$ cat src/rtl/irq_coalescer.sv
module irq_coalescer #(
  parameter int THR_W   = 15,
  parameter int TMO_W   = 13,
  parameter int HI_W    = 16,
  parameter int LO_W    = 32,
  parameter int DATA_W  = 32,
  parameter int CNT_W   = 16,
  parameter int IOD_BIT = 27,
  parameter int TEN_BIT = 18,
  parameter int RST_THR = 20,
  parameter int RST_TMO = 176
) (
  input  logic                   clk,
  input  logic                   rst_n,
  input  logic                   cfg_we,
  input  logic [2:0]             cfg_sel,
  input  logic [31:0]            cfg_wdata,
  input  logic                   cmp_valid,
  input  logic [31:0]            cmp_ctrl,
  output logic                   msg_req,
  output logic [HI_W+LO_W-1:0]   msg_addr,
  output logic [DATA_W-1:0]      msg_data,
  input  logic                   msg_ack
);
  localparam int AW = HI_W + LO_W;
  localparam logic [CNT_W-1:0] CNT_MAX = '1;

  logic [THR_W-1:0]  thr_q;
  logic              ten_q;
  logic [TMO_W-1:0]  tmo_q;
  logic [LO_W-1:0]   lo_q;
  logic [HI_W-1:0]   hi_q;
  logic [DATA_W-1:0] pay_q;
  logic [CNT_W-1:0]  cnt_q;
  logic [TMO_W-1:0]  tmr_q;
  logic              req_q;
  logic [AW-1:0]     addr_q;
  logic [DATA_W-1:0] data_q;

  logic             qual, tmo_hit, fire, tmr_run;
  logic [CNT_W-1:0] thr_eff;

  assign qual    = cmp_valid & cmp_ctrl[IOD_BIT];
  assign thr_eff = (thr_q == '0) ? CNT_W'(1) : CNT_W'(thr_q);
  assign tmo_hit = ten_q && (tmr_q >= tmo_q);
  assign fire    = !req_q && (cnt_q != '0) && ((cnt_q >= thr_eff) || tmo_hit);
  assign tmr_run = ten_q && !req_q && (cnt_q != '0);

  always_ff @(posedge clk) begin
    if (!rst_n) begin
      thr_q <= THR_W'(RST_THR);
      ten_q <= 1'b0;
      tmo_q <= TMO_W'(RST_TMO);
      lo_q  <= '0;
      hi_q  <= '0;
      pay_q <= '0;
    end else if (cfg_we) begin
      case (cfg_sel)
        3'd0: begin
          thr_q <= cfg_wdata[THR_W-1:0];
          ten_q <= cfg_wdata[TEN_BIT];
        end
        3'd1: tmo_q <= cfg_wdata[TMO_W-1:0];
        3'd2: lo_q  <= cfg_wdata[LO_W-1:0];
        3'd3: hi_q  <= cfg_wdata[HI_W-1:0];
        3'd4: pay_q <= cfg_wdata[DATA_W-1:0];
        default: ;
      endcase
    end
  end

  always_ff @(posedge clk) begin
    if (!rst_n) begin
      cnt_q <= '0;
    end else if (fire) begin
      cnt_q <= qual ? CNT_W'(1) : '0;
    end else if (qual && cnt_q != CNT_MAX) begin
      cnt_q <= cnt_q + 1'b1;
    end
  end

  always_ff @(posedge clk) begin
    if (!rst_n || fire || !tmr_run) begin
      tmr_q <= '0;
    end else if (tmr_q < tmo_q) begin
      tmr_q <= tmr_q + 1'b1;
    end
  end

  always_ff @(posedge clk) begin
    if (!rst_n) begin
      req_q  <= 1'b0;
      addr_q <= '0;
      data_q <= '0;
    end else if (fire) begin
      req_q  <= 1'b1;
      addr_q <= {hi_q, lo_q};
      data_q <= pay_q;
    end else if (req_q && msg_ack) begin
      req_q  <= 1'b0;
    end
  end

  assign msg_req  = req_q;
  assign msg_addr = addr_q;
  assign msg_data = data_q;

  a_r8_hold: assert property (@(posedge clk) disable iff (!rst_n)
    msg_req && !msg_ack |=> msg_req && $stable(msg_addr) && $stable(msg_data));

  a_r8_drop: assert property (@(posedge clk) disable iff (!rst_n)
    msg_req && msg_ack |=> !msg_req);

  a_r3_prompt: assert property (@(posedge clk) disable iff (!rst_n)
    !msg_req && cnt_q != '0 && cnt_q >= thr_eff |=> msg_req);

  a_r2_ignore: assert property (@(posedge clk) disable iff (!rst_n)
    cmp_valid && !cmp_ctrl[IOD_BIT] && msg_req |=> cnt_q == $past(cnt_q));

  a_r9_clear: assert property (@(posedge clk) disable iff (!rst_n)
    $rose(msg_req) |-> cnt_q <= CNT_W'(1));

  a_r10_idle: assert property (@(posedge clk) disable iff (!rst_n)
    msg_req |-> tmr_q == '0);
endmodule

$ cat config.mk
export PLATFORM = sky130hd
export DESIGN_NAME = irq_coalescer
export DESIGN_NICKNAME = d
export VERILOG_FILES = /design/src/rtl/irq_coalescer.sv
export SDC_FILE = /design/constraint.sdc
export NUM_CORES = 1
export LEC_CHECK = 0
export ABC_AREA = 1
export CORE_UTILIZATION = 50
export CTS_CLUSTER_SIZE = 24
export DETAILED_ROUTE_END_ITERATION = 8
export GPL_TIMING_DRIVEN = 0
export PLACE_DENSITY = 0.86
export SLEW_MARGIN = 20
export SYNTH_ARGS = -nofsm -noshare
export SYNTH_HDL_FRONTEND = slang
export SYNTH_SLANG_ARGS = --single-unit
$ cat constraint.sdc
create_clock -name clk -period 5.56 [get_ports clk]
set_input_delay 1.112 -clock clk [delete_from_list [all_inputs] [get_ports clk]]
set_output_delay 1.112 -clock clk [all_outputs]
set_load 0.01 [all_outputs]
==> metrics <==
top cell type's share of synthesized area=48.5%; initial detailed-routing violation count=561; Worst Hold Class=flop to flop; clock skew=0.0177 ns; total die area=18600 µm²; Synth area leaders=dfxtp_1 49%, nor2_1 11%, o21ai_0 11%, nor2_2 4.8%, ha_1 4.3%; sequential share of power=46.8%; Final Util=65.1%; status=finished, final reports clean; pwr/cell area=303 nW/µm²; vias in the first global route=7930; Layout area overhead=25.9%; Synthesized Nets=1270; Avg WL per Cell=15.8 µm; Synth Register Bits=219; Ant. Diodes=0; initial antenna violation count=0; reg2reg path depth=20; asr flop ratio synth=0%; total internal power=0.00270 W; first-pass GRT wire length=38.9 mm; CP startpoint kind=input port; FP Rows=48; worst skew pair latency=0.52 ns; postcts setup bufs=0; PortBufs=121; Core Region=17500 µm²; max frequency=344 MHz; Sw Ratio=21.9%; area leader, netlist=dfxtp_1; pin count of the biggest net entering global routing=14; I/O Pins=153; number of synthesized flops with an enable pin=0; most numerous cell in the Yosys netlist=nor2_1; mapped cell area=9040 µm²; GRT overflow=0; Worst setup EP type=flop; Final Hold Fails=0; die height=136 µm; Worst Max-Slew Pin Slew=0.984 ns; PostCTS Resize Cnt=0; WS Path Type=input port to flop; LEAKAGE=4.92 nW; post-route minimum period=2.91 ns; root buf cell=clkbuf_16; maxcap violations=0; DR vias=8328; HPWL Detailed=17.4 mm; TNS Setup=0 ns; final period utilization=52.3%; most instantiated cells after synthesis=269 x nor2_1, 219 x dfxtp_1, 193 x o21ai_0; Final Wtd Congestion=0.907; synthesized area per cell=7.74 µm²; RSZ-0062 raised after global routing=false; worst min-delay path startpoint=hi_q[9]; 1st-pass router iterations=5; Sink Count=219; Total GRT Usage=26.7%; yosys warns=0; Max VDD drop=0.000204 V; layout cells sized above 1=11.0%; H-tree depth=1; Final Setup Violations=0; CTS clk-pin slew, worst paths=0.06 ns; total power draw=0.00345 W; cts bufs inserted=24; CTS tree=built; worst flop-to-flop path startpoint=thr_q[11]; pre-CTS setup slack=2.27 ns; Comb power frac=4.6%; Worst Setup Slack, final=2.65 ns; nets@finish=1417; antenna viol nets, final=0; Reg2Reg Capture Point=msg_addr[2]; Critical Path AT=3.30 ns; crit path max fanout=10; WP data required=5.95 ns; R2R Setup Slk=2.86 ns; hold endpoint=hi_q[9]; Switching Power=0.000754 W; max-slew violation count=0; drt total wl=24.6 mm; DRC violations left=0; Worst slew margin=33.9%; Max clock buf depth=3; drt via density=5.35; chip width=136 µm; Clk network pwr share=48.5%; cells after synthesis=1167; WHS Path Cells=2; post-synthesis sequential area ratio=48.5%; Post-synth top flop=dfxtp_1; initial core utilization=51.7%; Yosys cell types=32; CTS Hold Bufs=0
## worst max-delay path by stage
| stage | depth (start not counted) | startpoint | to | slack, ns |
|---|---|---|---|---|
| 2_1_floorplan | 8 | cfg_we | thr_q[10] | 3.34 |
| 3_3_place_gp | 9 | cfg_we | lo_q[16] | 2.27 |
| 3_5_place_dp | 8 | cfg_sel[1] | pay_q[21] | 2.27 |
| 4_1_cts | 9 | cfg_we | lo_q[1] | 2.77 |
| 5_1_grt | 9 | cfg_we | lo_q[1] | 2.55 |
| 6_report | 9 | cfg_we | lo_q[1] | 2.65 |
## placed cells by master (no fill, tap or decap), drive strengths merged
master	instances
nand4	13
o41ai	1
o21a	1
ha	31
bufinv	3
a21oi	59
o21ai	193
nor4	4
a41o	1
clkdlybuf4s50	121
clkinvlp	2
buf	22
clkinv	3
xor2	8
nor3b	3
o211ai	5
nor3	21
inv	102
nand2	85
clkbuf	70
xnor2	1
nand3	24
dfxtp	219
nor2	339
## state kept, by name, indices dropped and copies added (netlist names)
signal and cells:
msg_addr 48, lo_q 32, msg_data 32, pay_q 32, cnt_q 16, hi_q 16, thr_q 15, tmo_q 13
tmr_q 13, msg_req 1, ten_q 1
## cell families after synthesis
family	count (synthesis)	share of synthesized area, %
flip-flops	219	48.5
XOR/XNOR	9	0.872
AND/OR/NAND/NOR	489	24.0
buffers and inverters	159	7.60
AO/OA/AOI/OAI	260	14.7
adder cells (fa/ha/maj)	31	4.29
## power by group through the flow
stage          clock (W)  combinational (W)  sequential (W)
2_1_floorplan          0          0.0000794         0.00165
3_3_place_gp           0           0.000150         0.00165
3_5_place_dp           0           0.000154         0.00165
4_1_cts          0.00169           0.000156         0.00162
5_1_grt          0.00176           0.000174         0.00162
6_report         0.00168           0.000160         0.00162
## metrics by stage
stage / cells / hold WS, ns / area (µm²)
global placement: 1513 / 0.435 / 10500
detailed placement: 1513 / 0.445 / 10500
global route: 1556 / 0.483 / 11400
CTS: 1556 / 0.459 / 11400
floorplan: 1167 / 0.424 / 9040
finish: 1556 / 0.456 / 11400
## worst max-delay path, stage by stage
cell             delay, ns
clkdlybuf4s50_1       0.45
inv_1                 0.05
nor2_1                0.11
inv_1                 0.09
nor3_1                0.76
inv_1                 0.23
buf_2                 0.25
nor2_1                0.17
nor2_1                0.08
## area by class of cell
cell class              instances  area, µm²
fillers                      1366       6100
inverters                     101        379
multi-input cells             789       3970
flip-flops and latches        219       4380
clock inverters                 9        129
plain buffers                  58        308
repair buffers                121       1210
clock buffers                  34        719
well taps                     225        282
## layer usage
metal / track usage [%] / vias up / part of all wire (%)
met2: 44.0 / 337 / 46
met1: 33.6 / 3865 / 42
met4: 10.6 / 0 / 3.2
li1: - / 4066 / -
met5: 0 / - / 0
met3: 5.85 / 60 / 8.9
No activity file was read; power rests on OpenSTA's default activity.
